**config.mk**
```make
export PLATFORM = sky130hd
export DESIGN_NAME = bulk_in_tx
export DESIGN_NICKNAME = d
export VERILOG_FILES = /design/src/rtl/bulk_in_pkg.sv /design/src/rtl/bulk_in_crc16.sv /design/src/rtl/bulk_in_token_check.sv /design/src/rtl/bulk_in_toggle_bank.sv /design/src/rtl/bulk_in_tx.sv
export SDC_FILE = /design/constraint.sdc
export NUM_CORES = 1
export LEC_CHECK = 0
export BUFFER_PORTS_ARGS = -buffer_cell sky130_fd_sc_hd__clkbuf_2
export CAP_MARGIN = 20
export CORE_MARGIN = 2
export CORE_UTILIZATION = 44
export DETAILED_ROUTE_END_ITERATION = 16
export PLACE_DENSITY = 0.74
export SLEW_MARGIN = 20
export SYNTH_ARGS = -nofsm -noshare
export SYNTH_HDL_FRONTEND = slang
export SYNTH_HIERARCHICAL = 1
export SYNTH_SLANG_ARGS = --single-unit
```
**constraint.sdc**
```tcl
create_clock -name clk -period 3.11 [get_ports clk]
set_input_delay 0.4665 -clock clk [delete_from_list [all_inputs] [get_ports clk]]
set_output_delay 0.4665 -clock clk [all_outputs]
set_load 0.02 [all_outputs]
```
**src/rtl/bulk_in_pkg.sv**
```systemverilog
package bulk_in_pkg;
    typedef enum logic [3:0] {
        ST_IDLE,
        ST_CHECK,
        ST_SEND_HS,
        ST_SEND_PID,
        ST_SEND_DATA,
        ST_CRC_LO,
        ST_CRC_HI,
        ST_WAIT_ACK
    } tx_state_e;

    typedef enum logic [1:0] {
        EPS_READY   = 2'd0,
        EPS_TX_ERR  = 2'd1,
        EPS_STALL   = 2'd2,
        EPS_INVALID = 2'd3
    } ep_stat_e;

    localparam logic [3:0] PID_IN    = 4'b1001;
    localparam logic [7:0] BYTE_DATA0 = 8'hC3;
    localparam logic [7:0] BYTE_DATA1 = 8'h4B;
    localparam logic [7:0] BYTE_NAK   = 8'h5A;
    localparam logic [7:0] BYTE_STALL = 8'h1E;
endpackage

```
**src/rtl/bulk_in_crc16.sv**
```systemverilog
module bulk_in_crc16 #(
    parameter logic [15:0] POLY_REV = 16'hA001,
    parameter logic [15:0] SEED     = 16'hFFFF
) (
    input  logic        clk,
    input  logic        rst,
    input  logic        clear,
    input  logic        en,
    input  logic [7:0]  din,
    output logic [15:0] crc_o
);
    logic [15:0] crc_q;
    logic [15:0] crc_d;

    always_comb begin
        logic [15:0] c;
        logic        fb;
        c = crc_q;
        for (int i = 0; i < 8; i++) begin
            fb = c[0] ^ din[i];
            c  = {1'b0, c[15:1]};
            if (fb) begin
                c = c ^ POLY_REV;
            end
        end
        crc_d = c;
    end

    always_ff @(posedge clk) begin
        if (rst || clear) begin
            crc_q <= SEED;
        end else if (en) begin
            crc_q <= crc_d;
        end
    end

    assign crc_o = ~crc_q;
endmodule

```
**src/rtl/bulk_in_token_check.sv**
```systemverilog
module bulk_in_token_check
    import bulk_in_pkg::*;
#(
    parameter int NUM_EP = 4,
    parameter int EPN_W  = 4,
    parameter int ADDR_W = 7,
    localparam int EPI_W = (NUM_EP > 1) ? $clog2(NUM_EP) : 1
) (
    input  logic [3:0]        tok_pid,
    input  logic [ADDR_W-1:0] tok_addr,
    input  logic [EPN_W-1:0]  tok_ep,
    input  logic [ADDR_W-1:0] dev_addr,
    input  logic [NUM_EP-1:0] cfg_in_dir,
    output logic              hit,
    output logic [EPI_W-1:0]  ep_idx
);
    localparam logic [EPN_W:0] EP_LIM = (EPN_W + 1)'(NUM_EP);

    logic in_range;

    assign in_range = {1'b0, tok_ep} < EP_LIM;
    assign ep_idx   = tok_ep[EPI_W-1:0];
    assign hit      = (tok_pid == PID_IN) && (tok_addr == dev_addr) &&
                      in_range && cfg_in_dir[ep_idx];
endmodule

```
**src/rtl/bulk_in_toggle_bank.sv**
```systemverilog
module bulk_in_toggle_bank #(
    parameter int NUM_EP = 4,
    localparam int EPI_W = (NUM_EP > 1) ? $clog2(NUM_EP) : 1
) (
    input  logic             clk,
    input  logic             rst,
    input  logic             flip,
    input  logic [EPI_W-1:0] ep,
    output logic             tog
);
    logic [NUM_EP-1:0] tog_q;

    for (genvar g = 0; g < NUM_EP; g++) begin : g_tog
        always_ff @(posedge clk) begin
            if (rst) begin
                tog_q[g] <= 1'b0;
            end else if (flip && (ep == EPI_W'(g))) begin
                tog_q[g] <= ~tog_q[g];
            end
        end
    end

    assign tog = tog_q[ep];
endmodule

```
**src/rtl/bulk_in_tx.sv**
```systemverilog
module bulk_in_tx
    import bulk_in_pkg::*;
#(
    parameter int NUM_EP = 4,
    parameter int CNT_W  = 7,
    parameter int ADDR_W = 7,
    parameter int EPN_W  = 4,
    localparam int EPI_W = (NUM_EP > 1) ? $clog2(NUM_EP) : 1
) (
    input  logic                    clk,
    input  logic                    rst,
    input  logic [ADDR_W-1:0]       dev_addr,
    input  logic                    tok_valid,
    input  logic [3:0]              tok_pid,
    input  logic [ADDR_W-1:0]       tok_addr,
    input  logic [EPN_W-1:0]        tok_ep,
    input  logic [NUM_EP-1:0]       cfg_in_dir,
    input  logic [NUM_EP*CNT_W-1:0] cfg_maxpkt,
    input  logic [NUM_EP*2-1:0]     ep_status,
    input  logic [NUM_EP*CNT_W-1:0] fifo_count,
    input  logic [NUM_EP-1:0]       data_set,
    input  logic [7:0]              fifo_rdata,
    input  logic                    hs_ack,
    input  logic                    hs_timeout,
    output logic                    tx_valid,
    input  logic                    tx_ready,
    output logic [7:0]              tx_data,
    output logic                    tx_last,
    output logic [EPI_W-1:0]        fifo_ep,
    output logic                    fifo_rd,
    output logic                    fifo_rewind,
    output logic                    fifo_clear,
    output logic                    dataset_clr,
    output logic                    st_we,
    output logic [EPI_W-1:0]        st_ep,
    output logic [1:0]              st_val,
    output logic                    tx_err
);
    tx_state_e        state_q, state_d;
    logic [EPI_W-1:0] ep_q;
    logic [CNT_W-1:0] rem_q;
    logic [7:0]       hs_byte_q;

    logic             tok_hit;
    logic [EPI_W-1:0] tok_idx;
    logic             tog;
    logic             tog_flip;
    logic             crc_clr;
    logic             crc_en;
    logic [15:0]      crc_val;

    ep_stat_e         cur_stat;
    logic [CNT_W-1:0] cur_cnt;
    logic [CNT_W-1:0] cur_max;
    logic             cur_ds;
    logic             overlong;

    bulk_in_token_check #(
        .NUM_EP (NUM_EP),
        .EPN_W  (EPN_W),
        .ADDR_W (ADDR_W)
    ) u_tok (
        .tok_pid    (tok_pid),
        .tok_addr   (tok_addr),
        .tok_ep     (tok_ep),
        .dev_addr   (dev_addr),
        .cfg_in_dir (cfg_in_dir),
        .hit        (tok_hit),
        .ep_idx     (tok_idx)
    );

    bulk_in_toggle_bank #(
        .NUM_EP (NUM_EP)
    ) u_tog (
        .clk  (clk),
        .rst  (rst),
        .flip (tog_flip),
        .ep   (ep_q),
        .tog  (tog)
    );

    bulk_in_crc16 u_crc (
        .clk   (clk),
        .rst   (rst),
        .clear (crc_clr),
        .en    (crc_en),
        .din   (fifo_rdata),
        .crc_o (crc_val)
    );

    assign cur_stat = ep_stat_e'(ep_status[ep_q*2 +: 2]);
    assign cur_cnt  = fifo_count[ep_q*CNT_W +: CNT_W];
    assign cur_max  = cfg_maxpkt[ep_q*CNT_W +: CNT_W];
    assign cur_ds   = data_set[ep_q];
    assign overlong = cur_cnt > cur_max;

    // state register and datapath registers
    always_ff @(posedge clk) begin
        if (rst) begin
            state_q   <= ST_IDLE;
            ep_q      <= '0;
            rem_q     <= '0;
            hs_byte_q <= BYTE_NAK;
        end else begin
            state_q <= state_d;
            unique case (state_q)
                ST_IDLE: begin
                    if (tok_valid && tok_hit) begin
                        ep_q <= tok_idx;
                    end
                end
                ST_CHECK: begin
                    rem_q     <= cur_cnt;
                    hs_byte_q <= (cur_stat == EPS_STALL) ? BYTE_STALL : BYTE_NAK;
                end
                ST_SEND_DATA: begin
                    if (tx_ready) begin
                        rem_q <= rem_q - CNT_W'(1);
                    end
                end
                default: begin
                end
            endcase
        end
    end

    // next-state decision
    always_comb begin
        state_d = state_q;
        unique case (state_q)
            ST_IDLE: begin
                if (tok_valid && tok_hit) begin
                    state_d = ST_CHECK;
                end
            end
            ST_CHECK: begin
                unique case (cur_stat)
                    EPS_INVALID: state_d = ST_IDLE;
                    EPS_STALL:   state_d = ST_SEND_HS;
                    default: begin
                        if (!cur_ds) begin
                            state_d = ST_SEND_HS;
                        end else if (overlong) begin
                            state_d = ST_IDLE;
                        end else begin
                            state_d = ST_SEND_PID;
                        end
                    end
                endcase
            end
            ST_SEND_HS: begin
                if (tx_ready) begin
                    state_d = ST_IDLE;
                end
            end
            ST_SEND_PID: begin
                if (tx_ready) begin
                    state_d = (rem_q == '0) ? ST_CRC_LO : ST_SEND_DATA;
                end
            end
            ST_SEND_DATA: begin
                if (tx_ready && (rem_q == CNT_W'(1))) begin
                    state_d = ST_CRC_LO;
                end
            end
            ST_CRC_LO: begin
                if (tx_ready) begin
                    state_d = ST_CRC_HI;
                end
            end
            ST_CRC_HI: begin
                if (tx_ready) begin
                    state_d = ST_WAIT_ACK;
                end
            end
            ST_WAIT_ACK: begin
                if (hs_ack || hs_timeout) begin
                    state_d = ST_IDLE;
                end
            end
            default: state_d = ST_IDLE;
        endcase
    end

    // outputs
    always_comb begin
        tx_valid    = 1'b0;
        tx_data     = 8'h00;
        tx_last     = 1'b0;
        fifo_ep     = ep_q;
        fifo_rd     = 1'b0;
        fifo_rewind = 1'b0;
        fifo_clear  = 1'b0;
        dataset_clr = 1'b0;
        st_we       = 1'b0;
        st_ep       = ep_q;
        st_val      = EPS_READY;
        tx_err      = 1'b0;
        tog_flip    = 1'b0;
        crc_clr     = 1'b0;
        crc_en      = 1'b0;
        unique case (state_q)
            ST_CHECK: begin
                crc_clr = 1'b1;
                if ((cur_stat == EPS_READY || cur_stat == EPS_TX_ERR) &&
                    cur_ds && overlong) begin
                    st_we  = 1'b1;
                    st_val = EPS_STALL;
                    tx_err = 1'b1;
                end
            end
            ST_SEND_HS: begin
                tx_valid = 1'b1;
                tx_data  = hs_byte_q;
                tx_last  = 1'b1;
            end
            ST_SEND_PID: begin
                tx_valid = 1'b1;
                tx_data  = tog ? BYTE_DATA1 : BYTE_DATA0;
            end
            ST_SEND_DATA: begin
                tx_valid = 1'b1;
                tx_data  = fifo_rdata;
                fifo_rd  = tx_ready;
                crc_en   = tx_ready;
            end
            ST_CRC_LO: begin
                tx_valid = 1'b1;
                tx_data  = crc_val[7:0];
            end
            ST_CRC_HI: begin
                tx_valid = 1'b1;
                tx_data  = crc_val[15:8];
                tx_last  = 1'b1;
            end
            ST_WAIT_ACK: begin
                if (hs_ack) begin
                    fifo_clear  = 1'b1;
                    dataset_clr = 1'b1;
                    tog_flip    = 1'b1;
                    st_we       = 1'b1;
                    st_val      = EPS_READY;
                end else if (hs_timeout) begin
                    fifo_rewind = 1'b1;
                    st_we       = 1'b1;
                    st_val      = EPS_TX_ERR;
                end
            end
            default: begin
            end
        endcase
    end
endmodule

```
# --- Word level (Yosys, flattened, before mapping) ---
# Cells that the tools add are included.
classes:
  multipliers: 1
  muxes: 48
  n_eq_ne: 24
  bitwise: 21
  n_div: 0
  reduce_logical: 24
  add_sub_neg: 1
  shift: 3
  n_lt_le_gt_ge: 4
ops:
  columns: ["cell", "count"]
  rows:
  - ["2-to-1 mux 16 bit", 8]
  - ["variable part select 28 x 6 -> 7 bit", 2]
  - ["case mux 8 bit (5 select lines)", 1]
  - ["case mux 4 bit (8 select lines)", 1]
  - ["2-to-1 mux 4 bit", 7]
  - ["inverter 2 -> 3 bit", 8]
  - ["2-to-1 mux 1 bit", 18]
  - ["== test 4 x 3 -> 1 bit (second input constant)", 4]
  - ["inequality test 2 bit (second input constant)", 8]
  - ["inverter 16 bit", 1]
  - ["2-to-1 mux 7 bit", 2]
  - ["case mux 7 bit (2 select lines)", 1]
  - ["logical AND 1 bit", 11]
  - ["== test 2 bit (second input constant)", 4]
  - ["== test 4 x 2 -> 1 bit (second input constant)", 2]
  - ["2-to-1 mux 8 bit", 1]
  - ["case mux 2 bit (2 select lines)", 2]
  - ["variable part select 8 x 4 -> 2 bit", 1]
  - ["XOR 1 bit", 8]
  - ["== test 7 x 1 -> 1 bit (second input constant)", 1]
  - ["== test 7 bit", 1]
  - ["> comparator 7 bit", 1]
  - ["zero test 7 bit", 1]
  - ["AND reduction 7 bit", 1]
  - ["other kinds (18)", 31]
totals:
  mem_count: 0
  latch_bits: 0
  ramBits: 0
  regBits: 41
  mem_bits_ro: 0
  input_bits: 108
  word_cells: 135
  output_inout_bits: 22

# --- Depth between registers and ports, before layout ---
depth:
  word_depth: 16
  mapped_depth: 10
  ltp_nobuf: 8

# --- Cells and area by module ---
# The synthesis kept the hierarchy.
modules_own_cells:
  columns: ["mod", "cells_per_inst", "seq_area_each_um2", "area_each_um2", "instances"]
  rows:
  - ["bulk_in_tx", 216, 280.3, 1747.9, 1]
  - ["bulk_in_crc16", 107, 320.3, 982.2, 1]
  - ["bulk_in_toggle_bank", 21, 80.1, 219.0, 1]
  - ["bulk_in_token_check", 15, 0.0, 127.6, 1]

# --- Least setup slack after synthesis ---
# OpenSTA, ideal clock, no wires.
synth_timing:
  path_kind: "reg-to-output"
  startpoint: "register ep_q[0], in the netlist fifo_ep[0]"
  endpoint: "output port st_we"
  t_required_ns: 2.643
  arrival_ns: 2.911
  setup_slack_ns: -0.268
  path_stages_with_launch: 11
  n_path_buf: 2
  path_cell_list: "dfxtp_1 > buf_4 > buf_2 > mux4_2 > inv_1 > ha_1 > a21oi_1 > o21ai_0 > o22ai_1 > and2b_1 > o21bai_1"
synth_via:
  elab_chain_len: 7
  word_cells_on_any_way: 14
synth_rtl:
  columns: ["element", "line_no", "source"]
  rows:
  - ["from (decl)", "bulk_in_tx.sv:40", "logic [EPI_W-1:0] ep_q;"]
  - ["from (signal assigned)", "bulk_in_tx.sv:109", "ep_q <= tok_idx;"]
  - ["branches (longest 4 deep; another with > comparator 7 bit)", null, null]
  - ["logical AND 1 bit *", "bulk_in_tx.sv:206", "cur_ds && overlong) begin"]
  - ["2-to-1 mux 1 bit *", "bulk_in_tx.sv:205", "if ((cur_stat == EPS_READY || cur_stat == EPS_TX_ERR) &&"]
  - ["case mux 1 bit (2 select lines) *", "bulk_in_tx.sv:202", "unique case (state_q)"]
  - ["to (decl)", "bulk_in_tx.sv:34", "output logic st_we,"]
# Every way passes the cells marked *. The select of a mux whose other input is x is not followed.

# --- Final worst setup path ---
# Ends and elaborated chain as after synthesis.

==> reports/metrics.cfg <==
[status]
status=complete, no violations

[routing]
routed_wl_um=8230
drt_pass1_iterations=4
route.detailed.drc=0
drt_iter0_markers=157
via_count=3064
detail-route-antenna-nets=0
vias_per_cell=5.22
routedWlPerCell_um=14.0

[clock_network]
numCtsBuffers=5
clk_pin_slew_ps=80
clockBufferDepth=2
cts-root-buf=clkbuf_8
worstSkewPairLatency_ps=300
cts_htree_levels=2
numClockSinks=34
cts_tree=built

[power_and_ir_drop]
peakVddDrop_mv=0.200
leakagePower_nw=1.88
power_per_cell_area_mw_per_mm2=350
finalPower_mw=1.45

[grt]
grt_overflow=0
grt_util_all_layers_pct=22.4
antenna_found_initial=0
grt_use_met1_pct=27.7
top_usage_layer=met2
grt_pass1_vias=3010
grt_first_pass_wirelength_um=13600
met2_usage_pct=40.8
grtUsageMet3_pct=2.92
grt_max_degree=29

[setup_path]
r2r_slack_ps=600
path_max_fanout=7
cp.required_ps=2640
critPathArrivalTime_ps=2630
end_kind=output port
start_kind=flip-flop
critical_path_class=flip-flop to output port

[floorplan]
initial_core_util_pct=45.3
die_w_um=87.6
dieArea_mm2=0.00768
io_pins=130
core_area_mm2=0.00679
die_h_um=87.6
core.rowCount=30

[placement]
gp_congestion=0.889
io_buffers=129
place_ws_ps=202
dpl.hpwl_um=6490
dpl_cell_area_mm2=0.00382
dp_cells=572

[sta]
slew_viol_final=0
hold_viol_final=0
worst_pin_slew_ps=706
rsz0062_at_grt=true
layout_min_cycle_time_ps=3090
layout_setup_ws_ps=15.6
slew-limit-headroom_pct=52.5
setup_tns_ps=0
period_share_pct=99.5
hold-worst-slack_ps=470
fmax_mhz=323
skew_ps=14.0
setup_viol=0

[synth]
synthFlopType=dfxtp_1
synth_area_mm2=0.00308
yosysWarnings=6
synth_nets=476
ys_ff_latch=34
synth-edff-count=0
synth.avg_cell_area_um2=8.57
synth_cell_type_count=53
synth-seq-area-share_pct=22.1
syn_inst=359
async_reset_ff_share_pct=0

[cells_and_area]
drive_above_1_share_pct=42.8
final_cell_area_mm2=0.00415
final_cells=587
area_growth_pct=34.8
layout_commonest_cell=clkbuf_2
antenna_cells=0
nNetsFinal=607
nFillCells=607
utilization_pct=61.0
final_cell_mix=127 x clkbuf_2, 40 x nand2_1, 33 x dfxtp_1

[worst_hold_path]
min_path_type=primary input to flip-flop

[job]
drv_cap=0

layout make-up:
| type | instances | area [um2] | area share (%) |
|---|---|---|---|
| well taps | 96 | 120 | 2.90 |
| repair buffers | 149 | 850 | 20.5 |
| clock buffers | 6 | 82.6 | 1.99 |
| flip-flops and latches | 34 | 684 | 16.5 |
| clock inverters | 2 | 60.1 | 1.45 |
| multi-input cells | 268 | 2230 | 53.8 |
| inverters | 32 | 120 | 2.90 |
cells in the mapped netlist (all sizes together), types with 5 or more instances:
cell	n	area share (%)
a211oi	5	1.2
a21oi	16	2.6
buf	15	3.1
clkbuf	10	1.3
dfxtp	34	22
ha	9	3.7
inv	32	3.9
mux2i	6	2.0
mux4	19	14
nand2	40	4.9
nand2b	5	1.0
nand3	7	1.1
nor2	21	2.6
nor2b	9	1.8
nor3	8	1.5
nor3b	5	1.4
nor4	5	1.0
o211ai	11	2.7
o21ai	25	4.1
xnor2	26	9.8
xor2	7	2.5
repair_timing:
action / 4_1_cts / 5_1_grt
pin swaps: 5 / 2
cloned: 1 / 0
setup buffers: 5 / 1
gates resized for setup: 15 / 5
setup endpoints to repair: 1 / 2
hold buffers: 0 / 0
worst max-delay path, cell delays in order, from the launching register on:
cell and delay (ps):
dfxtp_4 450, buf_12 140, mux4_2 480, inv_1 100, ha_4 210, a21oi_1 180, a21oi_2 80, o22ai_2 170
and2b_1 210, o21bai_1 150, buf_4 160
per-layer routing:
layer  share of wire (%)  wire [um]
met1                  43       3530
met2                  51       4190
met3                 4.5        371
met4                 1.7        140
met5                   0          0
path summary, 6_finish.rpt:
check                                startpoint              to  cells after the start
worst max-delay path                 fifo_ep[0]           st_we                     10
worst max register to register       fifo_ep[0]      state_q[1]                     10
worst min register to register  u_crc/crc_q[12]  u_crc/crc_q[4]                      2
worst min-delay path                   tx_ready      state_q[2]                      3
cells by family (layout without fill, tap and decap cells):
family | count (synthesis) | in the layout | share of synthesized area (%)
simple gates | 115 | 115 | 19.3
compound gates | 82 | 82 | 16.9
buf+inv | 57 | 189 | 8.25
flops | 34 | 34 | 22.1
xor+xnor | 33 | 33 | 12.3
mux | 29 | 29 | 17.4
fa+ha+maj | 9 | 9 | 3.66
flip-flops by register name (all words and copies together) (netlist names):
register,flops
fifo_ep,2
hs_byte_q,2
rem_q,7
state_q,3
u_crc/crc_q,16
u_tog/tog_q,4
power by group:
group	internal, mW	switching (mW)
clock	0.342	0.170
combinational	0.219	0.231
sequential	0.458	0.0326
total	1.02	0.434
No activity file was read; power rests on OpenSTA's default activity.
